<file path="config.mk">
export PLATFORM = sky130hd
export DESIGN_NAME = irq_aggregator
export DESIGN_NICKNAME = d
export VERILOG_FILES = /design/src/rtl/irq_agg_pkg.sv /design/src/rtl/irq_edge_detect.sv /design/src/rtl/irq_flag_bank.sv /design/src/rtl/irq_cfg_regs.sv /design/src/rtl/irq_pin_shaper.sv /design/src/rtl/irq_aggregator.sv
export SDC_FILE = /design/constraint.sdc
export NUM_CORES = 1
export LEC_CHECK = 0
export BUFFER_PORTS_ARGS = -buffer_cell sky130_fd_sc_hd__clkbuf_2
export CAP_MARGIN = 30
export CORE_MARGIN = 3
export CORE_UTILIZATION = 55
export DETAILED_ROUTE_END_ITERATION = 16
export PLACE_DENSITY = 0.79
export SYNTH_ARGS = -nofsm -noshare
export SYNTH_HDL_FRONTEND = slang
export SYNTH_HIERARCHICAL = 1
export SYNTH_SLANG_ARGS = --single-unit
</file>
<file path="constraint.sdc">
create_clock -name clk -period 2.6 [get_ports clk]
set_clock_uncertainty 0.1 [all_clocks]
set_input_delay 0.13 -clock clk [delete_from_list [all_inputs] [get_ports clk]]
set_output_delay 0.13 -clock clk [all_outputs]
set_load 0.01 [all_outputs]
</file>
<file path="src/rtl/irq_agg_pkg.sv">
package irq_agg_pkg;

  localparam int CTRL_W = 4;

  typedef struct packed {
    logic pin_sel;     // bit 3
    logic open_drain;  // bit 2
    logic act_low;     // bit 1
    logic gen_en;      // bit 0
  } irq_ctrl_t;

  typedef enum logic [1:0] {
    ADDR_FLAG = 2'd0,
    ADDR_EN   = 2'd1,
    ADDR_CTRL = 2'd2,
    ADDR_NONE = 2'd3
  } irq_addr_e;

  function automatic logic pin_level(input logic asserted, input logic act_low);
    return asserted ^ act_low;
  endfunction

  function automatic logic pin_enable(input logic asserted, input irq_ctrl_t c);
    if (!c.pin_sel) return 1'b0;
    if (c.open_drain) return asserted;
    return 1'b1;
  endfunction

endpackage

</file>
<file path="src/rtl/irq_edge_detect.sv">
module irq_edge_detect #(
  parameter int NLOCK = 5,
  parameter int NRISE = 13,
  localparam int NFLAG = 2 * NLOCK + NRISE
) (
  input  logic             clk,
  input  logic             rst_n,
  input  logic [NLOCK-1:0] lock_in,
  input  logic [NRISE-1:0] evt_in,
  output logic             armed,
  output logic [NFLAG-1:0] set_req
);

  logic [NLOCK-1:0] lock_q;
  logic [NRISE-1:0] evt_q;

  function automatic logic rise_of(input logic cur, input logic prev);
    return cur & ~prev;
  endfunction

  function automatic logic fall_of(input logic cur, input logic prev);
    return ~cur & prev;
  endfunction

  always_ff @(posedge clk or negedge rst_n) begin
    if (!rst_n) begin
      lock_q <= '0;
      evt_q  <= '0;
      armed  <= 1'b0;
    end else begin
      lock_q <= lock_in;
      evt_q  <= evt_in;
      armed  <= 1'b1;
    end
  end

  for (genvar i = 0; i < NLOCK; i++) begin : g_lock
    assign set_req[i]         = armed & rise_of(lock_in[i], lock_q[i]);
    assign set_req[NLOCK + i] = armed & fall_of(lock_in[i], lock_q[i]);
  end

  for (genvar j = 0; j < NRISE; j++) begin : g_evt
    assign set_req[2 * NLOCK + j] = armed & rise_of(evt_in[j], evt_q[j]);
  end

  AST_NO_EDGE_UNARMED: assert property (@(posedge clk) disable iff (!rst_n)
    $rose(armed) |-> $past(set_req) == '0);

endmodule

</file>
<file path="src/rtl/irq_flag_bank.sv">
module irq_flag_bank #(
  parameter int NFLAG = 23
) (
  input  logic             clk,
  input  logic             rst_n,
  input  logic [NFLAG-1:0] set_req,
  input  logic [NFLAG-1:0] clr_req,
  output logic [NFLAG-1:0] flags
);

  function automatic logic [NFLAG-1:0] next_flags(input logic [NFLAG-1:0] cur,
                                                   input logic [NFLAG-1:0] set,
                                                   input logic [NFLAG-1:0] clr);
    return (cur & ~clr) | set;
  endfunction

  always_ff @(posedge clk or negedge rst_n) begin
    if (!rst_n) flags <= '0;
    else        flags <= next_flags(flags, set_req, clr_req);
  end

  AST_STICKY_HOLD: assert property (@(posedge clk) disable iff (!rst_n)
    1'b1 |=> ((($past(flags) & ~$past(clr_req)) & ~flags) == '0));

  AST_SET_WINS: assert property (@(posedge clk) disable iff (!rst_n)
    (set_req != '0) |=> ((flags & $past(set_req)) == $past(set_req)));

  AST_NO_SPURIOUS_SET: assert property (@(posedge clk) disable iff (!rst_n)
    1'b1 |=> (((flags & ~$past(flags)) & ~$past(set_req)) == '0));

endmodule

</file>
<file path="src/rtl/irq_cfg_regs.sv">
module irq_cfg_regs
  import irq_agg_pkg::*;
#(
  parameter int NFLAG = 23
) (
  input  logic             clk,
  input  logic             rst_n,
  input  logic             wr,
  input  logic [1:0]       addr,
  input  logic [NFLAG-1:0] wdata,
  input  logic [NFLAG-1:0] flags,
  output logic [NFLAG-1:0] en,
  output irq_ctrl_t        ctrl,
  output logic [NFLAG-1:0] clr_req,
  output logic [NFLAG-1:0] rdata
);

  localparam int PAD_W = NFLAG - CTRL_W;

  irq_addr_e sel;
  assign sel = irq_addr_e'(addr);

  assign clr_req = (wr && sel == ADDR_FLAG) ? wdata : '0;

  always_ff @(posedge clk or negedge rst_n) begin
    if (!rst_n) begin
      en   <= '0;
      ctrl <= '0;
    end else if (wr) begin
      if (sel == ADDR_EN)   en   <= wdata;
      if (sel == ADDR_CTRL) ctrl <= irq_ctrl_t'(wdata[CTRL_W-1:0]);
    end
  end

  always_comb begin
    case (sel)
      ADDR_FLAG: rdata = flags;
      ADDR_EN:   rdata = en;
      ADDR_CTRL: rdata = {{PAD_W{1'b0}}, ctrl};
      default:   rdata = '0;
    endcase
  end

  AST_EN_STABLE_NO_WRITE: assert property (@(posedge clk) disable iff (!rst_n)
    !wr |=> $stable(en) && $stable(ctrl));

endmodule

</file>
<file path="src/rtl/irq_pin_shaper.sv">
module irq_pin_shaper
  import irq_agg_pkg::*;
#(
  parameter int NFLAG = 23
) (
  input  logic             clk,
  input  logic             rst_n,
  input  logic [NFLAG-1:0] flags,
  input  logic [NFLAG-1:0] en,
  input  irq_ctrl_t        ctrl,
  output logic             asserted,
  output logic             drv,
  output logic             oe
);

  logic any_enabled;
  assign any_enabled = |(flags & en);
  assign asserted    = ctrl.gen_en & any_enabled;
  assign drv         = pin_level(asserted, ctrl.act_low);
  assign oe          = pin_enable(asserted, ctrl);

  AST_PIN_RELEASED: assert property (@(posedge clk) disable iff (!rst_n)
    !ctrl.pin_sel |-> !oe);

  AST_OD_RELEASE: assert property (@(posedge clk) disable iff (!rst_n)
    (ctrl.open_drain && !any_enabled) |-> !oe);

  AST_GLOBAL_OFF: assert property (@(posedge clk) disable iff (!rst_n)
    !ctrl.gen_en |-> (drv == ctrl.act_low));

  AST_MASKED_QUIET: assert property (@(posedge clk) disable iff (!rst_n)
    ((flags & en) == '0) |-> (drv == ctrl.act_low));

endmodule

</file>
<file path="src/rtl/irq_aggregator.sv">
module irq_aggregator
  import irq_agg_pkg::*;
#(
  parameter int NLOCK = 5,
  parameter int NRISE = 13
) (
  input  logic                       clk,
  input  logic                       rst_n,
  input  logic [NLOCK-1:0]           lock_sts,
  input  logic [NRISE-1:0]           evt_sts,
  input  logic                       reg_wr,
  input  logic [1:0]                 reg_addr,
  input  logic [2*NLOCK+NRISE-1:0]   reg_wdata,
  output logic [2*NLOCK+NRISE-1:0]   reg_rdata,
  output logic                       irq_drv,
  output logic                       irq_oe
);

  localparam int NFLAG = 2 * NLOCK + NRISE;

  logic             armed;
  logic             asserted;
  logic [NFLAG-1:0] set_req;
  logic [NFLAG-1:0] clr_req;
  logic [NFLAG-1:0] flags;
  logic [NFLAG-1:0] en;
  irq_ctrl_t        ctrl;

  irq_edge_detect #(.NLOCK(NLOCK), .NRISE(NRISE)) u_edge (
    .clk     (clk),
    .rst_n   (rst_n),
    .lock_in (lock_sts),
    .evt_in  (evt_sts),
    .armed   (armed),
    .set_req (set_req)
  );

  irq_flag_bank #(.NFLAG(NFLAG)) u_flags (
    .clk     (clk),
    .rst_n   (rst_n),
    .set_req (set_req),
    .clr_req (clr_req),
    .flags   (flags)
  );

  irq_cfg_regs #(.NFLAG(NFLAG)) u_regs (
    .clk     (clk),
    .rst_n   (rst_n),
    .wr      (reg_wr),
    .addr    (reg_addr),
    .wdata   (reg_wdata),
    .flags   (flags),
    .en      (en),
    .ctrl    (ctrl),
    .clr_req (clr_req),
    .rdata   (reg_rdata)
  );

  irq_pin_shaper #(.NFLAG(NFLAG)) u_pin (
    .clk      (clk),
    .rst_n    (rst_n),
    .flags    (flags),
    .en       (en),
    .ctrl     (ctrl),
    .asserted (asserted),
    .drv      (irq_drv),
    .oe       (irq_oe)
  );

  for (genvar i = 0; i < NLOCK; i++) begin : g_chk
    AST_LOCK_EDGE: assert property (@(posedge clk) disable iff (!rst_n)
      (armed && $rose(lock_sts[i])) |=> flags[i]);
    AST_UNLOCK_EDGE: assert property (@(posedge clk) disable iff (!rst_n)
      (armed && $fell(lock_sts[i])) |=> flags[NLOCK + i]);
  end

  AST_EVT_EDGE: assert property (@(posedge clk) disable iff (!rst_n)
    (armed && $rose(evt_sts[0])) |=> flags[2 * NLOCK]);

  AST_OE_ONLY_SELECTED: assert property (@(posedge clk) disable iff (!rst_n)
    (irq_oe && ctrl.open_drain) |-> asserted);

endmodule

</file>
==> results.sh, run 1 <==
export IMPL_n_antenna_cell=0
export IMPL_cts_tree="yes"
export IMPL_place_congestion=0.745
export IMPL_hold_viol=0
export IMPL_grt_pass1_vias=2522
export IMPL_place_hpwl_mm=4.93
export IMPL_syn2layout_area_growth_pct=29.4
export IMPL_start_util=0.588
export IMPL_cp_arrival_ps=1800
export IMPL_rrSetupSlack_ps=1210
export IMPL_endpoint="irq_drv"
export IMPL_dp_cells=402
export IMPL_path_buf_inv=1
export IMPL_crit_path_max_fanout=3
export IMPL_setup_worst_path_start="u_flags/flags[9]$_DFF_PN0_"
export IMPL_crit_type="reg -> out"
export IMPL_clock_path_buffers=2
export IMPL_final_antenna_net_count=0
export IMPL_startpoint_type="flop"
export IMPL_clock_sinks=69
export IMPL_firstDrtPassIters=4
export IMPL_htree_levels=3
export IMPL_reg2reg_to="u_flags/flags[22]$_DFF_PN0_"
export IMPL_peakVddDrop_mv=0.351
export IMPL_insertion_delay_ps=330
export IMPL_crit_family="compound AO/OA/AOI/OAI gates"
export IMPL_grt_pass1_wl_mm=12.4
export IMPL_multi_input_area_mm2=0.00144
export IMPL_grtUsageTotal=0.225
export IMPL_tightest_slew_ps=854
export IMPL_cts_buffers_inserted=9
export IMPL_syn_area_mm2=0.00335
export IMPL_rows=27
export IMPL_die_y_um=84.1
export IMPL_pin_count=71
export IMPL_fin_area_mm2=0.00434
export IMPL_setup_viol=0
export IMPL_maxCapViolations=0
export IMPL_fmax_ghz=0.493
export IMPL_avgSynthCellArea_um2=12.6
export IMPL_period_share=0.780
export IMPL_finalCriticalPeriod_ps=2030
export IMPL_slew_headroom=0.431
export IMPL_rsz0062_at_grt="false"
export IMPL_cp_cell_sequence="a22o_1 > a221oi_2 > nand4_1 > o21ai_2 > xnor2_1 > clkbuf_2"
export IMPL_powerDensity_mw_per_mm2=626
export IMPL_grt_max_degree=38
export IMPL_fill_cells=361
export IMPL_netlist_instances=267
export IMPL_end_kind="output port"
export IMPL_fin_tns_setup_ps=0
export IMPL_nNetsFinal=429
export IMPL_drt_iter0_markers=97
export IMPL_fin_util=0.760
export IMPL_synth_fp_nets=313
export IMPL_drc_errors=0
export IMPL_die_w_um=84.1
export IMPL_seq_area_mm2=0.00173
export IMPL_cts_root_buf="clkbuf_8"
export IMPL_routed_wl_mm=7.44
export IMPL_dieArea_mm2=0.00707
export IMPL_layout_cells_non_filler=460
export IMPL_hp_class="in -> reg"
export IMPL_finalPower_mw=2.72
export IMPL_critPathMaxStageDelay_ps=390
export IMPL_antenna_found_initial=0
export IMPL_leakagePower_nw=2.22
export IMPL_cp_required_ps=2370
export IMPL_drive_gt1_frac=0.320
export IMPL_rr_worst_depth=2
export IMPL_r2r_start="u_edge/armed$_DFF_PN0_"
export IMPL_status="completed"
export IMPL_cts_resized_gates=0
export IMPL_slowest_stage="dfrtp_1"
export IMPL_crit_cells=6
export IMPL_via_count=2387
export IMPL_coreArea_mm2=0.00571
export IMPL_portBuffers=70
export IMPL_maxSlewViolCount=0
export IMPL_wl_per_cell_um=16.2
export IMPL_grt_overflow=0
export IMPL_vias_per_cell=5.19
export IMPL_synth_warnings=6
export IMPL_clk_pin_slew_ps=70
export IMPL_placed_cell_area_mm2=0.00375
## placed cells by master (no fill, tap or decap), types with 2 or more instances in the layout
master	count
clkbuf_2	69
dfrtp_1	69
dlygate4sd3_1	42
inv_1	23
a21o_1	23
mux2i_1	23
and2_1	23
and3b_1	20
mux2_4	20
nor2_1	19
clkbuf_8	11
mux2_2	7
clkbuf_1	4
a22o_1	4
a221oi_2	4
o2bb2ai_1	4
buf_4	4
and3b_2	3
a22oi_1	2
## power breakdown
part           internal, mW  leakage (nW)  switching [mW]
Clock                 0.399        0.0877           0.368
Sequential             1.23         0.789           0.135
Combinational         0.344          1.35           0.244
Total                  1.97          2.22           0.747
## per-stage QoR
step	hold slack [ps]	setup WS, ps
floorplan	-266	1170
global placement	152	891
detailed placement	153	848
CTS	213	558
global route	236	500
finish	231	572
## routing by layer
metal | global-route usage | wire length (um)
met5 | 0 | 0
met4 | 0.0877 | 122
met2 | 0.381 | 3690
met1 | 0.289 | 3320
met3 | 0.0346 | 301
## worst min-delay path by stage
| stage | start | cells past startpoint | to |
|---|---|---|---|
| after detailed placement | evt_sts[2] | 1 | u_edge/evt_q[2]$_DFF_PN0_ |
| after CTS | reg_wr | 3 | u_regs/ctrl[2]$_DFFE_PN0P_ |
| after floorplan | rst_n | 0 | u_edge/armed$_DFF_PN0_ |
| after global placement | evt_sts[2] | 1 | u_edge/evt_q[2]$_DFF_PN0_ |
| final | reg_wr | 3 | u_regs/ctrl[1]$_DFFE_PN0P_ |
| after global routing | reg_wr | 3 | u_regs/ctrl[1]$_DFFE_PN0P_ |
## worst register-to-register path, delay by kind of cell (launching register included)
kind | cells | cell delay (ps)
AO/OA/AOI/OAI | 1 | 150
AND/OR/NAND/NOR | 1 | 370
flip-flops | 1 | 660
## timing repair
action	in CTS	in global routing
hold buffers	42	0
endpoints found under the hold margin	81	0
buffers inserted	0	0
## layout make-up
class	count	share of cell area
Tap cell	72	0.0208
Sequential cell	69	0.398
Clock buffer	15	0.0384
Inverter	23	0.0199
Clock inverter	1	0.00115
Timing Repair Buffer	117	0.189
Multi-Input combinational cell	163	0.333
## sequential cells by signal (all words and copies together) (netlist names)
name           flops
u_edge/armed       1
u_edge/evt_q      13
u_edge/lock_q      5
u_flags/flags     23
u_regs/ctrl        4
u_regs/en         23
Power figures use the tool's default switching activity.
==> inputs of run 2 (changes only) <==
--- a/config.mk
+++ b/config.mk
@@ -8,9 +8,9 @@
 export BUFFER_PORTS_ARGS = -buffer_cell sky130_fd_sc_hd__clkbuf_2
 export CAP_MARGIN = 30
 export CORE_MARGIN = 3
-export CORE_UTILIZATION = 55
+export CORE_UTILIZATION = 54
 export DETAILED_ROUTE_END_ITERATION = 16
-export PLACE_DENSITY = 0.79
+export PLACE_DENSITY = 0.78
 export SYNTH_ARGS = -nofsm -noshare
 export SYNTH_HDL_FRONTEND = slang
 export SYNTH_HIERARCHICAL = 1
==> constraint.sdc (replaced) <==
create_clock -name clk -period 1.9 [get_ports clk]
set_clock_uncertainty 0.1 [all_clocks]
set_input_delay 0.095 -clock clk [delete_from_list [all_inputs] [get_ports clk]]
set_output_delay 0.095 -clock clk [all_outputs]
set_load 0.01 [all_outputs]
==> run 2 against run 1 <==
  * The run now ends with negative setup slack left
  * Register-to-register slack lost 690 ps
  * Final cell count rose by 1.1%
  * Global-route usage increased by 0.20 points
  * Count of clock-buffer cells in the layout down 4
  * Sequential share of layout area down 0.35 points
  * Sequential cell count unchanged
  * Power increased by 41%
  * Non-clock buffer count increased by 2
  * Utilization shrank 2.5 points
  * Clock power increased by 50%
==> results.sh, run 2 (synthesis results as in run 1) <==
export IMPL_post_cts_buffers=0
export IMPL_coreArea_mm2=0.00596
export IMPL_switching_share=0.271
export IMPL_vias_per_cell=5.19
export IMPL_rsz0062_at_grt="true"
export IMPL_clk_pin_slew_ps=70
export IMPL_cts_tree="yes"
export IMPL_grt_overflow=0
export IMPL_powerDensity_mw_per_mm2=872
export IMPL_multi_input_area_mm2=0.00144
export IMPL_start_util=0.563
export IMPL_layout_commonest_cell="dfrtp_1"
export IMPL_startpoint_type="flop"
export IMPL_violations="negative setup slack"
export IMPL_crit_type="reg -> out"
export IMPL_dieArea_mm2=0.00719
export IMPL_worst_slack_ps=-109
export IMPL_p_switching_mw=1.03
export IMPL_fill_cells=426
export IMPL_maxCapViolations=0
export IMPL_insertion_delay_ps=330
export IMPL_final_cell_mix="dfrtp_1, clkbuf_2, dlygate4sd3_1"
export IMPL_place_congestion=0.838
export IMPL_end_kind="output port"
export IMPL_power_frac_comb=0.213
export IMPL_cts_root_buf="clkbuf_8"
export IMPL_finalCriticalPeriod_ps=2010
export IMPL_seq_area_mm2=0.00173
export IMPL_grt_pass1_wl_mm=12.8
export IMPL_clock_path_buffers=2
export IMPL_die_w_um=84.8
export IMPL_grt_pass1_vias=2627
export IMPL_pwr_share_seq=0.487
export IMPL_wl_per_cell_um=15.9
export IMPL_peakVddDrop_mv=0.530
export IMPL_grt_max_degree=29
export IMPL_portBuffers=70
export IMPL_hold_viol=0
export IMPL_final_antenna_net_count=0
export IMPL_n_antenna_cell=0
export IMPL_fmax_ghz=0.498
export IMPL_dp_slack_ps=228
export IMPL_tightest_slew_ps=736
export IMPL_nNetsFinal=431
export IMPL_crit_path_max_fanout=3
export IMPL_antenna_found_initial=0
export IMPL_fin_hold_ws_ps=137
export IMPL_cts_buffers_inserted=9
export IMPL_syn2layout_area_growth_pct=30.5
export IMPL_setup_viol=2
export IMPL_routed_wl_mm=7.41
export IMPL_hp_class="in -> async"
export IMPL_top_regs="u_flags/flags (23), u_regs/en (23), u_edge/evt_q (13)"
export IMPL_p_int_mw=2.79
export IMPL_drive_gt1_frac=0.331
export IMPL_slew_headroom=0.510
export IMPL_pin_count=71
export IMPL_drt_iter0_markers=123
export IMPL_cp_arrival_ps=1810
export IMPL_htree_levels=3
export IMPL_rows=28
export IMPL_place_hpwl_mm=5.10
export IMPL_maxSlewViolCount=0
export IMPL_leakagePower_nw=2.25
export IMPL_clock_sinks=69
export IMPL_grtUsageTotal=0.227
export IMPL_via_count=2414
export IMPL_period_share=1.06
export IMPL_drc_errors=0
export IMPL_status="finished, violations left"
export IMPL_firstDrtPassIters=4
export IMPL_cp_required_ps=1700
export IMPL_die_y_um=84.8
export IMPL_clkPwrFrac=0.300
run 2: changes by cell type in the layout (fill, tap and decap cells not counted), sizes merged:
cell / before / now
clkbuf: 84 / 79
buf: 6 / 9
clkinv: 1 / 4
bufinv: 0 / 1
run 2: power by group through the flow:
stage / clock, mW / sequential, mW / combinational [mW]
3_5_place_dp: 0 / 1.89 / 0.745
5_1_grt: 1.26 / 1.89 / 0.886
2_1_floorplan: 0 / 1.83 / 0.509
4_1_cts: 1.18 / 1.86 / 0.816
3_3_place_gp: 0 / 1.87 / 0.725
6_report: 1.15 / 1.86 / 0.812
run 2: through the flow:
stage	util	setup TNS [ps]	cell area [um^2]	power, mW	instances
floorplan	-	0	3350	2.34	267
global placement	0.632	0	3770	2.60	407
detailed placement	0.632	0	3770	2.63	407
CTS	0.735	-246	4380	3.86	465
global route	0.735	-419	4380	4.03	465
finish	0.735	-187	4380	3.82	465
run 2: worst paths after layout:
kind / from / to / slack (ps) / cells past startpoint
setup reg to reg: u_edge/armed$_DFF_PN0_ / u_flags/flags[21]$_DFF_PN0_ / 520 / 2
min in group clk: reg_wr / u_regs/ctrl[3]$_DFFE_PN0P_ / 220 / 3
hold reg to reg: u_flags/flags[19]$_DFF_PN0_ / u_flags/flags[19]$_DFF_PN0_ / 410 / 1
max in group asynchronous: rst_n / u_regs/en[11]$_DFFE_PN0P_ / 900 / 3
setup / recovery: u_flags/flags[0]$_DFF_PN0_ / irq_drv / -110 / 6
hold / removal: rst_n / u_regs/en[8]$_DFFE_PN0P_ / 140 / 2
run 2: layer usage:
metal / up-vias / track usage / share of wire
li1: 1158 / - / -
met1: 1194 / 0.301 / 0.44
met2: 56 / 0.382 / 0.50
met3: 6 / 0.0427 / 0.044
met4: 0 / 0.0691 / 0.0092
met5: - / 0 / 0
run 2: cell type report:
cell class,instances,share of cell area
clock inverter,5,0.0114
sequential,69,0.394
multi-input combinational,163,0.330
tap,75,0.0214
inverter,23,0.0197
clock buffer,11,0.0323
timing repair buffer,119,0.191
run 2: timing repair:
item / CTS / global route
resized for setup: 0 / 1
setup endpoints to repair: 2 / 2
pin swaps: 0 / 0
endpoints found under the hold margin: 95 / 0
hold buffers: 42 / 0
run 2: critical path, cell delays in order, from the launching register on:
cell,delay [ps]
dfrtp_1,400
a22o_1,240
a221oi_2,210
nand4_1,140
o21ai_2,180
xnor2_1,150
buf_2,160
